**src/rtl/adc_seq_pkg.sv**
```systemverilog
package adc_seq_pkg;
    localparam int AD_W   = 3;
    localparam int CH_W   = 5;
    localparam int PATH_W = 2;
    localparam int DW     = CH_W + PATH_W;
    localparam int LG_W   = 4;

    typedef enum logic [1:0] {
        MODE_SINGLE = 2'd0,
        MODE_SERIES = 2'd1,
        MODE_BURST  = 2'd2
    } mode_e;

    typedef enum logic [1:0] {
        SRC_CMD = 2'd0,
        SRC_EVT = 2'd1,
        SRC_MUX = 2'd2
    } src_e;

    localparam logic [AD_W-1:0] A_CTRL  = 3'd0;
    localparam logic [AD_W-1:0] A_COUNT = 3'd1;
    localparam logic [AD_W-1:0] A_TRIG  = 3'd2;
    localparam logic [AD_W-1:0] A_CMD   = 3'd3;
    localparam logic [AD_W-1:0] A_MUXP  = 3'd4;
    localparam logic [AD_W-1:0] A_MUXN  = 3'd5;
    localparam logic [AD_W-1:0] A_FLAG  = 3'd6;
    localparam logic [AD_W-1:0] A_RES   = 3'd7;
endpackage

```
**src/rtl/adc_seq_trig.sv**
```systemverilog
module adc_seq_trig
    import adc_seq_pkg::*;
(
    input  logic clk,
    input  logic rst_n,
    input  src_e src,
    input  logic evt_in,
    input  logic cmd_start,
    input  logic mux_wr,
    output logic trig
);
    logic evt_d, evt_q;

    always_comb begin
        evt_d = evt_in;
        case (src)
            SRC_CMD: trig = cmd_start;
            SRC_EVT: trig = evt_in & ~evt_q;
            SRC_MUX: trig = mux_wr;
            default: trig = 1'b0;
        endcase
    end

    always_ff @(posedge clk or negedge rst_n) begin
        if (!rst_n) evt_q <= 1'b0;
        else        evt_q <= evt_d;
    end
endmodule

```
**src/rtl/adc_seq_fmt.sv**
```systemverilog
module adc_seq_fmt #(
    parameter int SMP_W    = 12,
    parameter int ACC_W    = 22,
    parameter int NARROW_W = 8,
    parameter int RES_W    = 24
) (
    input  logic [ACC_W-1:0] raw,
    input  logic             is_acc,
    input  logic             narrow,
    input  logic             left,
    input  logic             sgn,
    output logic [RES_W-1:0] res
);
    localparam int PAD_A = RES_W - ACC_W;
    localparam int PAD_S = RES_W - SMP_W;
    localparam int PAD_N = RES_W - NARROW_W;

    logic [SMP_W-1:0]    s;
    logic [NARROW_W-1:0] nv;

    assign s  = raw[SMP_W-1:0];
    assign nv = s[SMP_W-1 -: NARROW_W];

    always_comb begin
        if (is_acc)
            res = left ? {raw, {PAD_A{1'b0}}} : {{PAD_A{sgn & raw[ACC_W-1]}}, raw};
        else if (narrow)
            res = left ? {nv, {PAD_N{1'b0}}} : {{PAD_N{sgn & nv[NARROW_W-1]}}, nv};
        else
            res = left ? {s, {PAD_S{1'b0}}} : {{PAD_S{sgn & s[SMP_W-1]}}, s};
    end
endmodule

```
**src/rtl/adc_seq_core.sv**
```systemverilog
module adc_seq_core
    import adc_seq_pkg::*;
#(
    parameter int SMP_W    = 12,
    parameter int LOG2_MAX = 10,
    parameter int NARROW_W = 8,
    parameter int RES_W    = SMP_W + LOG2_MAX + 2
) (
    input  logic             clk,
    input  logic             rst_n,
    input  logic             trig,
    input  mode_e            mode,
    input  logic [LG_W-1:0]  log2n,
    input  logic             diff,
    input  logic             narrow,
    input  logic             left,
    input  logic             frun,
    input  logic             flag_clr,
    input  logic             conv_done,
    input  logic [SMP_W-1:0] conv_sample,
    output logic             conv_req,
    output logic             flag,
    output logic [RES_W-1:0] result
);
    localparam int ACC_W = SMP_W + LOG2_MAX;
    localparam int CNT_W = LOG2_MAX + 1;

    typedef struct packed {
        logic             busy;
        logic             req;
        logic             flag;
        logic [ACC_W-1:0] acc;
        logic [CNT_W-1:0] cnt;
        logic [RES_W-1:0] res;
    } st_t;

    st_t st_d, st_q;

    logic [LG_W-1:0]  log2c;
    logic [CNT_W-1:0] n_m1;
    logic [ACC_W-1:0] smp_x, sum, fmt_raw;
    logic [RES_W-1:0] fmt_res;
    logic             is_single, last;

    assign log2c     = (log2n > LG_W'(LOG2_MAX)) ? LG_W'(LOG2_MAX) : log2n;
    assign n_m1      = (CNT_W'(1) << log2c) - CNT_W'(1);
    assign smp_x     = diff ? {{LOG2_MAX{conv_sample[SMP_W-1]}}, conv_sample}
                            : {{LOG2_MAX{1'b0}}, conv_sample};
    assign sum       = st_q.acc + smp_x;
    assign is_single = (mode != MODE_SERIES) && (mode != MODE_BURST);
    assign last      = is_single || (st_q.cnt == n_m1);
    assign fmt_raw   = is_single ? smp_x : sum;

    adc_seq_fmt #(
        .SMP_W(SMP_W), .ACC_W(ACC_W), .NARROW_W(NARROW_W), .RES_W(RES_W)
    ) u_fmt (
        .raw(fmt_raw), .is_acc(!is_single), .narrow(narrow & is_single),
        .left(left), .sgn(diff), .res(fmt_res)
    );

    always_comb begin
        st_d     = st_q;
        st_d.req = 1'b0;
        if (flag_clr) st_d.flag = 1'b0;
        if (!st_q.busy) begin
            if (trig) begin
                st_d.busy = 1'b1;
                st_d.req  = 1'b1;
            end
        end else if (conv_done) begin
            if (last) begin
                st_d.flag = 1'b1;
                st_d.res  = fmt_res;
                st_d.acc  = '0;
                st_d.cnt  = '0;
                if (is_single && frun) st_d.req  = 1'b1;
                else                   st_d.busy = 1'b0;
            end else begin
                st_d.acc = sum;
                st_d.cnt = st_q.cnt + CNT_W'(1);
                if (mode == MODE_BURST) st_d.req  = 1'b1;
                else                    st_d.busy = 1'b0;
            end
        end
    end

    always_ff @(posedge clk or negedge rst_n) begin
        if (!rst_n) st_q <= '0;
        else        st_q <= st_d;
    end

    assign conv_req = st_q.req;
    assign flag     = st_q.flag;
    assign result   = st_q.res;


    busy_hold_chk: assert property (@(posedge clk) disable iff (!rst_n)
        (st_q.busy && !conv_done) |=> ($stable(st_q.acc) && $stable(st_q.cnt)));


    flag_on_last_chk: assert property (@(posedge clk) disable iff (!rst_n)
        (st_q.busy && conv_done && last) |=> flag);


    req_busy_chk: assert property (@(posedge clk) disable iff (!rst_n)
        conv_req |-> st_q.busy);


    burst_req_chk: assert property (@(posedge clk) disable iff (!rst_n)
        (st_q.busy && conv_done && !last && mode == MODE_BURST) |=> conv_req);
endmodule

```
**src/rtl/adc_seq_accum.sv**
```systemverilog
module adc_seq_accum
    import adc_seq_pkg::*;
#(
    parameter  int SMP_W    = 12,
    parameter  int LOG2_MAX = 10,
    parameter  int NARROW_W = 8,
    localparam int RES_W    = SMP_W + LOG2_MAX + 2
) (
    input  logic              clk,
    input  logic              rst_n,
    input  logic              cfg_wr,
    input  logic              cfg_rd,
    input  logic [AD_W-1:0]   cfg_addr,
    input  logic [DW-1:0]     cfg_wdata,
    output logic [RES_W-1:0]  cfg_rdata,
    input  logic              evt_in,
    output logic              conv_req,
    output logic              conv_diff,
    input  logic              conv_done,
    input  logic [SMP_W-1:0]  conv_sample,
    output logic [CH_W-1:0]   chan_pos,
    output logic [CH_W-1:0]   chan_neg,
    output logic [PATH_W-1:0] chan_path,
    output logic              res_rdy,
    output logic              irq
);
    typedef struct packed {
        mode_e             mode;
        logic              narrow;
        logic              left;
        logic              diff;
        logic              frun;
        logic              ie;
        logic [LG_W-1:0]   log2n;
        src_e              src;
        logic [CH_W-1:0]   chp;
        logic [CH_W-1:0]   chn;
        logic [PATH_W-1:0] path;
    } cfg_t;

    cfg_t cfg_d, cfg_q;

    logic             trig, cmd_start, mux_wr, flag_clr;
    logic [RES_W-1:0] result;

    assign cmd_start = cfg_wr && (cfg_addr == A_CMD) && cfg_wdata[0];
    assign mux_wr    = cfg_wr && ((cfg_addr == A_MUXP) || (cfg_addr == A_MUXN));
    assign flag_clr  = (cfg_wr && (cfg_addr == A_FLAG) && cfg_wdata[0]) ||
                       (cfg_rd && (cfg_addr == A_RES));

    always_comb begin
        cfg_d = cfg_q;
        if (cfg_wr) begin
            case (cfg_addr)
                A_CTRL: begin
                    cfg_d.mode   = mode_e'(cfg_wdata[1:0]);
                    cfg_d.narrow = cfg_wdata[2];
                    cfg_d.left   = cfg_wdata[3];
                    cfg_d.diff   = cfg_wdata[4];
                    cfg_d.frun   = cfg_wdata[5];
                    cfg_d.ie     = cfg_wdata[6];
                end
                A_COUNT: cfg_d.log2n = cfg_wdata[LG_W-1:0];
                A_TRIG:  cfg_d.src   = src_e'(cfg_wdata[1:0]);
                A_MUXP: begin
                    cfg_d.chp  = cfg_wdata[CH_W-1:0];
                    cfg_d.path = cfg_wdata[DW-1:CH_W];
                end
                A_MUXN: begin
                    cfg_d.chn  = cfg_wdata[CH_W-1:0];
                    cfg_d.path = cfg_wdata[DW-1:CH_W];
                end
                default: ;
            endcase
        end
    end

    always_ff @(posedge clk or negedge rst_n) begin
        if (!rst_n) cfg_q <= '0;
        else        cfg_q <= cfg_d;
    end

    always_comb begin
        case (cfg_addr)
            A_CTRL:  cfg_rdata = RES_W'({cfg_q.ie, cfg_q.frun, cfg_q.diff, cfg_q.left,
                                         cfg_q.narrow, cfg_q.mode});
            A_COUNT: cfg_rdata = RES_W'(cfg_q.log2n);
            A_TRIG:  cfg_rdata = RES_W'(cfg_q.src);
            A_MUXP:  cfg_rdata = RES_W'({cfg_q.path, cfg_q.chp});
            A_MUXN:  cfg_rdata = RES_W'({cfg_q.path, cfg_q.chn});
            A_FLAG:  cfg_rdata = RES_W'(res_rdy);
            A_RES:   cfg_rdata = result;
            default: cfg_rdata = '0;
        endcase
    end

    adc_seq_trig u_trig (
        .clk(clk), .rst_n(rst_n), .src(cfg_q.src), .evt_in(evt_in),
        .cmd_start(cmd_start), .mux_wr(mux_wr), .trig(trig)
    );

    adc_seq_core #(
        .SMP_W(SMP_W), .LOG2_MAX(LOG2_MAX), .NARROW_W(NARROW_W), .RES_W(RES_W)
    ) u_core (
        .clk(clk), .rst_n(rst_n), .trig(trig), .mode(cfg_q.mode),
        .log2n(cfg_q.log2n), .diff(cfg_q.diff), .narrow(cfg_q.narrow),
        .left(cfg_q.left), .frun(cfg_q.frun), .flag_clr(flag_clr),
        .conv_done(conv_done), .conv_sample(conv_sample), .conv_req(conv_req),
        .flag(res_rdy), .result(result)
    );

    assign conv_diff = cfg_q.diff;
    assign chan_pos  = cfg_q.chp;
    assign chan_neg  = cfg_q.chn;
    assign chan_path = cfg_q.path;
    assign irq       = res_rdy & cfg_q.ie;


    path_hold_chk: assert property (@(posedge clk) disable iff (!rst_n)
        !mux_wr |=> $stable(chan_path));
endmodule

```
**config.mk**
```make
export PLATFORM = sky130hd
export DESIGN_NAME = adc_seq_accum
export DESIGN_NICKNAME = d
export VERILOG_FILES = /design/src/rtl/adc_seq_pkg.sv /design/src/rtl/adc_seq_trig.sv /design/src/rtl/adc_seq_fmt.sv /design/src/rtl/adc_seq_core.sv /design/src/rtl/adc_seq_accum.sv
export SDC_FILE = /design/constraint.sdc
export NUM_CORES = 1
export LEC_CHECK = 0
export BUFFER_PORTS_ARGS = -buffer_cell sky130_fd_sc_hd__buf_2
export CAP_MARGIN = 20
export CORE_ASPECT_RATIO = 1.4
export CORE_MARGIN = 4
export CORE_UTILIZATION = 40
export CTS_CLUSTER_DIAMETER = 150
export DETAILED_ROUTE_END_ITERATION = 12
export SLEW_MARGIN = 15
export SYNTH_ARGS = -nofsm -noshare
export SYNTH_HDL_FRONTEND = slang
export SYNTH_SLANG_ARGS = --single-unit
export TNS_END_PERCENT = 1
```
**constraint.sdc**
```tcl
create_clock -name clk -period 2.82 [get_ports clk]
set_clock_uncertainty 0.15 [all_clocks]
set_input_delay 0.141 -clock clk [delete_from_list [all_inputs] [get_ports clk]]
set_output_delay 0.141 -clock clk [all_outputs]
set_load 0.01 [all_outputs]
```
==> results.json <==
{
  "status": "finished, violations left",
  "violations": "negative setup slack",
  "globalplace.congestion": 0.902,
  "clk_pin_slew_ps": 70,
  "synth_top_family_by_area": "compound AO/OA/AOI/OAI gates",
  "cp_max_fo": 6,
  "drive_gt1_share_pct": 30.5,
  "htreeDepth": 3,
  "nNetsFinal": 906,
  "grt_pass1_wl_um": 32100,
  "area_growth_pct": 25.4,
  "grt_antenna_before_repair": 0,
  "synthArstFlopShare_pct": 100,
  "dieWidth_um": 115,
  "postRouteAntennaNets": 0,
  "required_ps": 2890,
  "post_synth.cell_area_avg_um2": 8.79,
  "worst_pin_slew_ps": 911,
  "netlist_instances": 730,
  "hold_viol": 0,
  "period_needed_ps": 2850,
  "cts_buffer_depth": 2,
  "wirelength_um": 20000,
  "yosys.area.top_type_share_pct": 33.5,
  "ys_ff_latch": 86,
  "timing.final.ws_setup_ps": -33.0,
  "synth_top_flop_cell": "dfrtp_1",
  "whs_path_depth": 4,
  "vdd_drop_max_uv": 379,
  "synth-compound-area-share_pct": 24.5,
  "ff2ff_setup_slack_ps": -30,
  "ys_types": 89,
  "finalCritPeriodShare_pct": 101,
  "port_buffers": 67,
  "grt_overflow_total": 0,
  "synthXorXnorAreaFrac_pct": 3.53,
  "cts_buffers": 9,
  "max_cap_violations": 0,
  "synth-simple-area-share_pct": 19.1,
  "num_io_pins": 68,
  "start_kind": "flop",
  "drt-wirelength-per-cell_um": 19.0,
  "cts_tree": "done",
  "critPathKind": "flop to flop",
  "r2r.worst_path.cells": 10,
  "cp-end-kind": "flop",
  "layout_commonest_cell": "nand2_1",
  "yosysWarnings": 0,
  "clk_latency_ps": 340,
  "die-area_um2": 18200,
  "core_um2": 15700,
  "yosysTopAreaCell": "dfrtp_1",
  "drc": 0,
  "power_leakage_uw": 0.00371,
  "grt_setup_unrepaired": "true",
  "grt_start_max_net_pins": 66,
  "dr_total_vias": 6032,
  "final_cell_mix": "99 x nand2_1, 86 x dfrtp_1, 86 x buf_4, 66 x buf_2, 45 x o21ai_0",
  "stdcell_count": 1054,
  "row_count": 54,
  "fp.dieH_um": 158,
  "synthMuxAreaShare_pct": 8.05,
  "first_global_vias": 6186,
  "yosysSeqAreaShare_pct": 33.5,
  "holdPathEnd": "u_core.flag",
  "p_per_area_nw_per_um2": 881,
  "first_pass_iters": 5,
  "synth-edff-count": 0,
  "via_per_inst": 5.72,
  "cts_root_buf": "clkbuf_16",
  "cp_data_arrival_time_ps": 2930,
  "cts_sinks": 86,
  "dp_hpwl_um": 15600,
  "initial_core_util_pct": 41.0,
  "place_inst": 1023,
  "min_path_type": "input port to flop",
  "regToRegStartpoint": "cfg_q[15]",
  "synth_area_leaders": "dfrtp_1 34%, nand2_1 5.9%, mux2_2 5.3%",
  "diodes": 0,
  "netlist_area_um2": 6420,
  "synthAdderAreaFrac_pct": 4.99,
  "finalSetupViolations": 2,
  "drv_slew": 0,
  "worstReg2RegEnd": "u_core.result[3]",
  "syn_nets": 783,
  "fin_hold_ws_ps": 65.1,
  "max_freq_mhz": 351,
  "drtIter0Drc": 451,
  "hold_start": "cfg_rd",
  "grtUsageTotal_pct": 22.2,
  "maxSlewHeadroom_pct": 38.5
}
power breakdown:
group          internal [uW]  switching [uW]  total [uW]
clock                    610             540        1150
sequential              1630             328        1960
combinational           1800            2180        3990
kinds of logic (layout without fill, tap and decap cells):
logic type | count (synthesis) | after routing
buffers and inverters | 81 | 209
AO/OA/AOI/OAI | 217 | 217
XOR/XNOR | 25 | 25
adder cells (fa/ha/maj) | 25 | 25
flip-flops | 86 | 86
AND/OR/NAND/NOR | 250 | 250
multiplexers | 46 | 46
sequential cells by signal, indices dropped and copies added (netlist names):
name             count
u_core.st_q         34
u_core.result       24
cfg_q               12
chan_pos             5
u_core.conv_req      1
u_trig.evt_q         1
u_core.flag          1
conv_diff            1
chan_neg             5
chan_path            2
how the worst max path moves through the flow:
stage / startpoint / to / slack (ps) / cells after the start
after detailed placement: conv_diff / u_core.result[19] / -170 / 11
final: cfg_q[15] / u_core.result[3] / -30 / 10
after global routing: u_core.st_q[35] / u_core.result[14] / -140 / 10
after global placement: conv_diff / u_core.result[19] / -180 / 11
after floorplan: cfg_q[17] / u_core.result[14] / -180 / 14
after CTS: cfg_q[15] / u_core.result[3] / -10 / 10
metrics by stage:
| stage | setup TNS [ps] | cell area (um^2) | total power, uW | utilization (%) | setup WS, ps |
|---|---|---|---|---|---|
| 6_report | -58.1 | 8050 | 7090 | 51.4 | -33.0 |
| 3_3_place_gp | -481 | 7430 | 5630 | 47.4 | -181 |
| 4_1_cts | -13.2 | 7890 | 6980 | 50.3 | -9.64 |
| 5_1_grt | -2030 | 8050 | 7590 | 51.4 | -140 |
| 2_1_floorplan | -373 | 6430 | 4350 | - | -178 |
| 3_5_place_dp | -1200 | 7430 | 5720 | 47.4 | -166 |
Yosys cell counts, types with 14 or more instances:
master,count
o31ai_1,16
ha_1,24
o21ai_0,46
and2_1,24
nand2_1,101
mux2_2,30
inv_1,20
a21oi_1,41
nand3_1,16
a21o_1,14
dfrtp_1,86
clkbuf_1,29
buf_4,15
nor2_1,39
nor3_1,15
cell type report:
type	count	area (um^2)
Timing Repair Buffer	170	1230
Fill cell	1493	7620
Tap cell	196	245
Inverter	23	86.3
Sequential cell	86	2150
Multi-Input combinational cell	563	4060
Clock inverter	7	56.3
Clock buffer	9	225
repair_timing:
action	CTS	global route
setup buffers	2	4
pin swaps	4	12
hold endpoints to repair	107	0
gates resized for setup	15	29
hold buffers	9	0
endpoints found under the setup margin	26	56
metal layers:
layer  vias to the layer above  track usage [%]  part of all wire [%]
met1                      2938             26.7                    42
met3                        45             2.41                   3.4
met5                         -                0                     0
li1                       2897                -                     -
met4                         0             8.45                   3.5
met2                       152             40.4                    51
critical path, stage by stage, from the launching register on:
cell and delay (ps):
dfrtp_1 410, nor2_1 110, nand3_1 130, ha_4 220, buf_4 140, a2bb2oi_2 160, xnor2_1 150, or3_4 430
o31a_4 320, nor2_8 170, mux2_2 350
(Power assumes the default switching activity.)
